===== config.mk =====
export PLATFORM = sky130hd
export DESIGN_NAME = frac_clk_div
export DESIGN_NICKNAME = d
export VERILOG_FILES = /design/src/rtl/fcd_pkg.sv /design/src/rtl/fcd_regs.sv /design/src/rtl/fcd_src_pick.sv /design/src/rtl/fcd_phase.sv /design/src/rtl/frac_clk_div.sv
export SDC_FILE = /design/constraint.sdc
export NUM_CORES = 1
export LEC_CHECK = 0
export ABC_CLOCK_PERIOD_IN_PS = 3100
export BUFFER_PORTS_ARGS = -buffer_cell sky130_fd_sc_hd__buf_4
export CORE_AREA = 5 5 86 88
export DETAILED_ROUTE_END_ITERATION = 10
export DIE_AREA = 0 0 91 93
export PLACE_DENSITY = 0.86
export SYNTH_ARGS = -nofsm -noshare
export SYNTH_HDL_FRONTEND = slang
export SYNTH_SLANG_ARGS = --single-unit

===== constraint.sdc =====
create_clock -name clk -period 3.1 [get_ports clk]
set_clock_uncertainty 0.2 [all_clocks]
set_input_delay 0.775 -clock clk [delete_from_list [all_inputs] [get_ports clk]]
set_output_delay 0.775 -clock clk [all_outputs]
set_load 0.02 [all_outputs]

===== src/rtl/fcd_pkg.sv =====
package fcd_pkg;
  localparam int REG_W        = 32;
  // first bit of the integer field; the fraction sits directly below it
  localparam int INT_LSB      = 12;
  localparam int CTL_EN_BIT   = 4;
  localparam int CTL_BUSY_BIT = 7;
  localparam logic ADDR_CTL   = 1'b0;
  localparam logic ADDR_DIV   = 1'b1;
endpackage


===== src/rtl/fcd_regs.sv =====
module fcd_regs
  import fcd_pkg::*;
#(
  parameter int SEL_W  = 4,
  parameter int INT_W  = 8,
  parameter int FRAC_W = 4,
  parameter int DW     = 12
) (
  input  logic             clk,
  input  logic             rst_n,
  input  logic             wr_en,
  input  logic             wr_addr,
  input  logic [REG_W-1:0] wr_data,
  input  logic             rd_addr,
  output logic [REG_W-1:0] rd_data,
  output logic             en,
  output logic [SEL_W-1:0] sel,
  output logic [DW-1:0]    div_val,
  output logic             hold
);
  localparam int  DIV_LSB = INT_LSB - FRAC_W;
  localparam bit  HAS_DIV = (INT_W + FRAC_W) > 0;

  logic unused_wr_bits;
  assign unused_wr_bits = ^wr_data;

  always_ff @(posedge clk or negedge rst_n) begin
    if (!rst_n) begin
      en      <= 1'b0;
      sel     <= '0;
      div_val <= '0;
      hold    <= 1'b0;
    end else begin
      hold <= wr_en;
      if (wr_en) begin
        if (wr_addr == ADDR_CTL) begin
          en  <= wr_data[CTL_EN_BIT];
          sel <= wr_data[SEL_W-1:0];
        end else if (HAS_DIV) begin
          div_val <= DW'(wr_data >> DIV_LSB);
        end
      end
    end
  end

  always_comb begin
    rd_data = '0;
    if (rd_addr == ADDR_CTL) begin
      rd_data[SEL_W-1:0]   = sel;
      rd_data[CTL_EN_BIT]  = en;
      rd_data[CTL_BUSY_BIT] = en;
    end else begin
      rd_data = REG_W'(div_val) << DIV_LSB;
    end
  end
endmodule


===== src/rtl/fcd_src_pick.sv =====
module fcd_src_pick #(
  parameter int NSRC  = 16,
  parameter int SEL_W = 4
) (
  input  logic             clk,
  input  logic             rst_n,
  input  logic             hold,
  input  logic [SEL_W-1:0] sel,
  input  logic [NSRC-1:0]  src_tick,
  output logic [SEL_W-1:0] act_sel,
  output logic             sel_tick
);
  localparam int SLOTS = 1 << SEL_W;

  logic [SLOTS-1:0] slot_tick;
  logic             unused_gnd;

  // source 0 is ground; its input strobe is discarded
  assign unused_gnd = src_tick[0];

  for (genvar i = 0; i < SLOTS; i++) begin : g_slot
    if (i == 0) begin : g_gnd
      assign slot_tick[i] = 1'b0;
    end else if (i < NSRC) begin : g_live
      assign slot_tick[i] = src_tick[i];
    end else begin : g_pad
      assign slot_tick[i] = 1'b0;
    end
  end

  // the connected source only moves during a quiet restart cycle
  always_ff @(posedge clk or negedge rst_n) begin
    if (!rst_n)    act_sel <= '0;
    else if (hold) act_sel <= sel;
  end

  assign sel_tick = slot_tick[act_sel];
endmodule


===== src/rtl/fcd_phase.sv =====
module fcd_phase #(
  parameter int INT_W  = 8,
  parameter int FRAC_W = 4,
  parameter int DW     = 12
) (
  input  logic          clk,
  input  logic          rst_n,
  input  logic          init,
  input  logic          sel_tick,
  input  logic [DW-1:0] div_val,
  output logic          out_pulse
);
  if (INT_W + FRAC_W == 0) begin : g_pass
    logic unused_div;
    assign unused_div = ^div_val;
    always_ff @(posedge clk or negedge rst_n) begin
      if (!rst_n) out_pulse <= 1'b0;
      else        out_pulse <= !init && sel_tick;
    end
  end else begin : g_frac
    localparam int IWX = (INT_W > 0) ? INT_W : 1;
    localparam int FWX = (FRAC_W > 0) ? FRAC_W : 1;
    localparam int CW  = IWX + 1;

    logic [IWX-1:0] int_p;
    logic [FWX-1:0] frac_p;
    logic [FWX-1:0] acc;
    logic [FWX:0]   sum;
    logic [CW-1:0]  cnt, len, nxt_len, first_len;
    logic           div_zero, last;

    if (INT_W > 0) begin : g_int
      assign int_p = div_val[DW-1 -: INT_W];
    end else begin : g_no_int
      assign int_p = '0;
    end

    if (FRAC_W > 0) begin : g_fr
      assign frac_p = div_val[FRAC_W-1:0];
    end else begin : g_no_fr
      assign frac_p = '0;
    end

    always_comb begin
      sum       = {1'b0, acc} + {1'b0, frac_p};
      nxt_len   = {1'b0, int_p} + CW'(sum[FWX]);
      if (nxt_len == '0) nxt_len = CW'(1);
      first_len = (int_p == '0) ? CW'(1) : {1'b0, int_p};
      div_zero  = (div_val == '0);
      last      = (cnt + CW'(1)) >= len;
    end

    always_ff @(posedge clk or negedge rst_n) begin
      if (!rst_n) begin
        cnt       <= '0;
        acc       <= '0;
        len       <= CW'(1);
        out_pulse <= 1'b0;
      end else if (init) begin
        cnt       <= '0;
        acc       <= frac_p;
        len       <= first_len;
        out_pulse <= 1'b0;
      end else begin
        out_pulse <= 1'b0;
        if (sel_tick && !div_zero) begin
          if (last) begin
            out_pulse <= 1'b1;
            cnt       <= '0;
            acc       <= sum[FWX-1:0];
            len       <= nxt_len;
          end else begin
            cnt <= cnt + CW'(1);
          end
        end
      end
    end
  end
endmodule


===== src/rtl/frac_clk_div.sv =====
module frac_clk_div
  import fcd_pkg::*;
#(
  parameter int NSRC   = 16,
  parameter int INT_W  = 8,
  parameter int FRAC_W = 4
) (
  input  logic             clk,
  input  logic             rst_n,
  input  logic [NSRC-1:0]  src_tick,
  input  logic             wr_en,
  input  logic             wr_addr,
  input  logic [REG_W-1:0] wr_data,
  input  logic             rd_addr,
  output logic [REG_W-1:0] rd_data,
  output logic             out_pulse
);
  localparam int SEL_W = (NSRC > 1) ? $clog2(NSRC) : 1;
  localparam int DW    = (INT_W + FRAC_W > 0) ? (INT_W + FRAC_W) : 1;

  logic             en, hold, sel_tick, init;
  logic [SEL_W-1:0] sel, act_sel;
  logic [DW-1:0]    div_val;

  fcd_regs #(.SEL_W(SEL_W), .INT_W(INT_W), .FRAC_W(FRAC_W), .DW(DW)) u_regs (
    .clk(clk), .rst_n(rst_n), .wr_en(wr_en), .wr_addr(wr_addr), .wr_data(wr_data),
    .rd_addr(rd_addr), .rd_data(rd_data), .en(en), .sel(sel), .div_val(div_val),
    .hold(hold)
  );

  fcd_src_pick #(.NSRC(NSRC), .SEL_W(SEL_W)) u_pick (
    .clk(clk), .rst_n(rst_n), .hold(hold), .sel(sel), .src_tick(src_tick),
    .act_sel(act_sel), .sel_tick(sel_tick)
  );

  // stop: disabled, or the cycle after any write (switch and restart)
  assign init = !en || hold;

  fcd_phase #(.INT_W(INT_W), .FRAC_W(FRAC_W), .DW(DW)) u_phase (
    .clk(clk), .rst_n(rst_n), .init(init), .sel_tick(sel_tick),
    .div_val(div_val), .out_pulse(out_pulse)
  );
endmodule


### Word level (Yosys, flattened, before mapping)

Cells that the tools add are included.

* bitwise logic cells: 1
* reductions and logical operators: 12
* muxes and demuxes: 19
* $add $sub $neg: 3
* order comparisons: 2

Operators with widths (number)
* two-way mux 9 bit: 7
* logical NOT 12 bit: 1
* two-way mux 12 bit: 1
* two-way mux 4 bit: 3
* adder 8 x 1 -> 9 bit: 1
* adder 9 x 1 -> 9 bit (second input constant): 1
* >= comparator 9 bit: 1
* logical NOT 9 bit: 1
* logical NOT 8 bit: 1
* two-way mux 8 bit: 1
* AND reduction 2 bit: 3
* adder 4 x 4 -> 5 bit: 1
* < comparator 4 x 5 -> 1 bit (second input constant): 1
* two-way mux 1 bit: 5
* two-way mux 5 bit: 1
* binary-select mux 1 bit (select 4 bit): 1
* nonzero test 2 bit: 2
* logical NOT 1 bit: 2
* logical AND 1 bit: 1
* logical OR 1 bit: 1
* NOT 1 bit: 1

* logic and storage cells: 46
* input port bits: 53
* output and inout port bits: 33
* register bits: 45

### Longest topological paths before layout

* word-level depth: 7
* mapped depth: 13
* depth with buffers taken out: 12

### Hierarchy

A second synthesis with hierarchy kept.

* cells, all modules: 287
* area, all modules: 2949.1 um^2

By module, submodules not included
* fcd_phase: area an instance 1731.7 um^2, instances 1, seq. area each 576.8 um^2, cells each 196
* fcd_regs: area an instance 925.9 um^2, instances 1, seq. area each 450.4 um^2, cells each 72
* fcd_src_pick: area an instance 285.3 um^2, instances 1, seq. area each 100.1 um^2, cells each 18
* frac_clk_div: area an instance 6.3 um^2, instances 1, seq. area each 0.0 um^2, cells each 1

### Worst setup path before layout

No wires, ideal clock.

* path kind: reg2reg
* start point: register u_phase.g_frac.cnt[0]
* end point: register u_phase.g_frac.len[2]
* path buffers: 1
* slack: 0.062 ns
* setup time: 0.137 ns
* cell stages (with the launch flop): 13
* period minus slack after synthesis: 3.038 ns
* data required time: 2.763 ns
* data arrival time: 2.701 ns
* cell sequence: dfrtp_1 ha_1 and3_1 and3_1 nand3_1 xnor2_1 ha_1 and4_1 a41oi_1 a211oi_2 buf_4 mux2i_1 a2bb2oi_1

* word-level cells in the longest chain between the ends: 4

RTL lines
* from (decl): line fcd_phase.sv:29 `logic [CW-1:0] cnt, len, nxt_len, first_len;`
* from (signal assigned): line fcd_phase.sv:73 `cnt <= cnt + CW'(1);`
* adder 9 x 1 -> 9 bit: line fcd_phase.sv:50 `last = (cnt + CW'(1)) >= len;`
* >= comparator 9 bit: line fcd_phase.sv:50
* nonzero test 2 bit (no line)
* AND reduction 2 bit (no line)
* to (signal assigned): line fcd_phase.sv:62 `len <= first_len;`
* to (signal assigned): line fcd_phase.sv:71 `len <= nxt_len;`
* to (decl): line fcd_phase.sv:29

Every way passes these cells.
A chain may end at the register's enable or synchronous reset.

### Final worst setup path

* start point: register u_phase.g_frac.cnt[1]
* end point: register u_phase.g_frac.len[4]

Same word-level chain as after synthesis.

==> results.sh <==
export IMPL_status="finished with violations"
export IMPL_violations="setup timing"
export IMPL_n_antenna_cell=0
export IMPL_dpl_cell_area_um2=3460
export IMPL_yosys_top_cells_area="dfrtp_1 (37%), mux2_2 (8.7%), ha_1 (6.8%)"
export IMPL_crit_path_top_delay_cell="dfrtp_1"
export IMPL_placed_cells=431
export IMPL_relSlewSlack_pct=31.5
export IMPL_powerDensity_nw_per_um2=460
export IMPL_drc_errors=0
export IMPL_fmax_ghz=0.319
export IMPL_wl_met3_um=275
export IMPL_fin_crit_sh_pct=101
export IMPL_rows=30
export IMPL_setup_slack_ns=-0.0379
export IMPL_worst_slew_pin_slew_ns=1.03
export IMPL_post_place_ws_ns=-0.0378
export IMPL_die_h_um=93
export IMPL_max_stage_delay_ns=0.36
export IMPL_cp_data_arrival_time_ns=3.09
export IMPL_antenna_left=0
export IMPL_final_seq_area_um2=1130
export IMPL_synth_most_common_cell="dfrtp_1"
export IMPL_netlist_area_um2=2970
export IMPL_grt_pass1_vias=2470
export IMPL_worstPathRequired_ns=3.06
export IMPL_hold_viol_final=0
export IMPL_antenna_found_initial=0
export IMPL_syn_avg_cell_area_um2=9.88
export IMPL_drt_pass1_iterations=4
export IMPL_ys_flop_type="dfrtp_1"
export IMPL_synth_edf_count=0
export IMPL_power_mw=1.74
export IMPL_power_frac_clock_pct=21.8
export IMPL_ys_ff_latch=45
export IMPL_synth_seq_area_share_pct=38.0
export IMPL_fin_crit_ns=3.14
export IMPL_initial_utilization_pct=45.1
export IMPL_gr_total_overflow=0
export IMPL_nets=435
export IMPL_rsz0062_at_grt="yes"
export IMPL_worstSetupPathType="reg2reg"
export IMPL_yosysTopAreaCell="dfrtp_1"
export IMPL_grt_pass1_wl_mm=11.3
export IMPL_peakVddDrop_uv=347
export IMPL_drt_iter0_drc=113
export IMPL_dieArea_um2=8460
export IMPL_gr_usage_all_layers_pct=16.2
export IMPL_port_buffers=55
export IMPL_htreeDepth=2
export IMPL_critical_path_cell_chain="ha_2 > and3_4 > and3_4 > nand3_4 > xnor2_4 > ha_4 > and4_4 > a41oi_4 > a211oi_4 > buf_6 > buf_12 > mux2i_1 > a2bb2oi_1"
export IMPL_cp_end_kind="register"
export IMPL_cp_num_buf_inv=2
export IMPL_routed_wl_mm=7.31
export IMPL_combinationalPowerShare_pct=34.1
export IMPL_ys_types=46
export IMPL_whs_ns=0.262
export IMPL_worst_path_max_fanout=6
export IMPL_clk_path_buf_depth=2
export IMPL_worstReg2RegStart="u_phase.g_frac.cnt[1]"
export IMPL_area_growth_pct=27.4
export IMPL_fillerInstances=550
export IMPL_met1Wirelength_mm=2.89
export IMPL_cts_sinks=45
export IMPL_gp_congestion=0.834
export IMPL_die_w_um=91
export IMPL_crit_path_frequent_cell="and3_4"
export IMPL_wl_met2_mm=3.96
export IMPL_p_sw_mw=0.618
export IMPL_drive_gt1_share_pct=36.3
export IMPL_io_pin_count=86
export IMPL_finalSetupTns_ns=-0.116
export IMPL_cpLargestDelayFamily="simple AND/OR/NAND/NOR gates"
export IMPL_multi_input_area_um2=1810
export IMPL_p_int_mw=1.12
export IMPL_numCtsBuffers=5
export IMPL_dp_hpwl_mm=4.81
export IMPL_final_area_um2=3780
export IMPL_critPathLaunchType="register"
export IMPL_hp_class="in2async"
export IMPL_p_seq_share_pct=44.0
export IMPL_cts_hold_buf=0
export IMPL_synth_commonest_cells="dfrtp_1 (44), mux2_2 (23), nand2_1 (21)"
export IMPL_num_vias=2452
export IMPL_cts_tree="built"
export IMPL_coreArea_um2=6570
export IMPL_netSwitchingFraction_pct=35.6
export IMPL_cellLeakagePower_nw=1.71
export IMPL_synth_async_reset_ratio_pct=100
export IMPL_final_util_pct=57.5
export IMPL_syn_instance_count=300
export IMPL_wire_per_inst_um=16.4
export IMPL_grt_max_degree=46
export IMPL_setup_violations_final=4
export IMPL_viasPerCell=5.50
export IMPL_clk_pin_slew_ns=0.09
export IMPL_maxCapViolations=0
export IMPL_instances_no_fill=446
export IMPL_synth_warnings=0
export IMPL_clkLatencyLatePin_ns=0.31
export IMPL_cp_startpoint="u_phase.g_frac.cnt[1]"
export IMPL_slew_violations=0
export IMPL_synthDominantCellAreaShare_pct=37.1
export IMPL_dr_max_layer_used="met4"
export IMPL_root_buffer="clkbuf_8"
## power groups by stage
stage	clock network (mW)	registers, mW	logic, mW
6_report	0.379	0.765	0.593
2_1_floorplan	0	0.724	0.420
4_1_cts	0.384	0.758	0.564
3_3_place_gp	0	0.763	0.525
5_1_grt	0.403	0.780	0.657
3_5_place_dp	0	0.769	0.545
## sequential cells by signal (all words and copies together) (netlist names)
| signal | count |
|---|---|
| u_regs.sel | 4 |
| u_phase.g_frac.acc | 4 |
| u_phase.g_frac.cnt | 9 |
| u_phase.g_frac.len | 9 |
| u_phase.out_pulse | 1 |
| u_regs.div_val | 12 |
| u_pick.act_sel | 4 |
| u_regs.hold | 1 |
| u_regs.en | 1 |
## cells by family (layout without fill, tap and decap cells)
| family | after synthesis | in the layout | share of synthesized area (%) |
|---|---|---|---|
| buffers and inverters | 42 | 95 | 7.64 |
| flip-flops | 45 | 45 | 38.0 |
| adder cells (fa/ha/maj) | 17 | 17 | 7.43 |
| AND/OR/NAND/NOR | 90 | 90 | 16.3 |
| multiplexers | 39 | 39 | 15.0 |
| XOR/XNOR | 9 | 9 | 2.66 |
| other | 1 | 14 | 0.126 |
| AO/OA/AOI/OAI | 57 | 57 | 12.9 |
## worst paths after layout
kind                                          to  slack, ns  cells after the start
hold reg to reg                    u_regs.sel[3]       0.33                      1
max in group asynchronous  u_phase.g_frac.len[1]       2.05                      1
setup reg to reg           u_phase.g_frac.len[4]      -0.04                     13
setup / recovery           u_phase.g_frac.len[4]      -0.04                     13
hold / removal             u_phase.g_frac.cnt[5]       0.26                      1
min in group clk                   u_regs.sel[3]       0.33                      1
## layout by cell type, fill, tap and decap left out, types with 2 or more instances in the layout
cell type	count
a21oi_1	18
nand4_1	3
a2bb2oi_1	4
ha_1	14
buf_6	2
buf_4	72
and3_4	2
nor3b_1	2
a32o_1	3
xnor2_1	3
nor2b_1	11
inv_1	10
nor3_1	3
nor2_1	6
o21ai_0	9
dfrtp_1	44
clkinvlp_4	3
xor2_1	5
mux2_2	23
mux2i_1	12
nand3_1	12
a21o_1	3
and3_1	4
mux2i_4	2
or4_1	2
and2_1	15
o21ai_1	7
a2bb2oi_2	2
conb_1	14
nand2_1	20
nand2b_1	2
mux4_2	2
clkbuf_8	5
## cell type report
| class | instances | area share [%] |
|---|---|---|
| clock buffer | 5 | 1.82 |
| inverter | 11 | 1.09 |
| sequential | 45 | 29.8 |
| tap | 80 | 2.65 |
| multi-input combinational | 226 | 47.9 |
| clock inverter | 3 | 0.596 |
| timing repair buffer | 76 | 16.1 |
## layer usage
metal,vias to the layer above,global-route usage (%)
met5,-,0
met4,0,6.11
met3,18,2.41
met2,68,29.9
met1,1201,19.0
li1,1165,-
## repair_timing
action / 4_1_cts / 5_1_grt
pin swaps: 3 / 10
cloned: 1 / 1
gates resized for setup: 13 / 19
setup buffers: 3 / 3
setup endpoints to repair: 14 / 23
(Power assumes the default switching activity.)
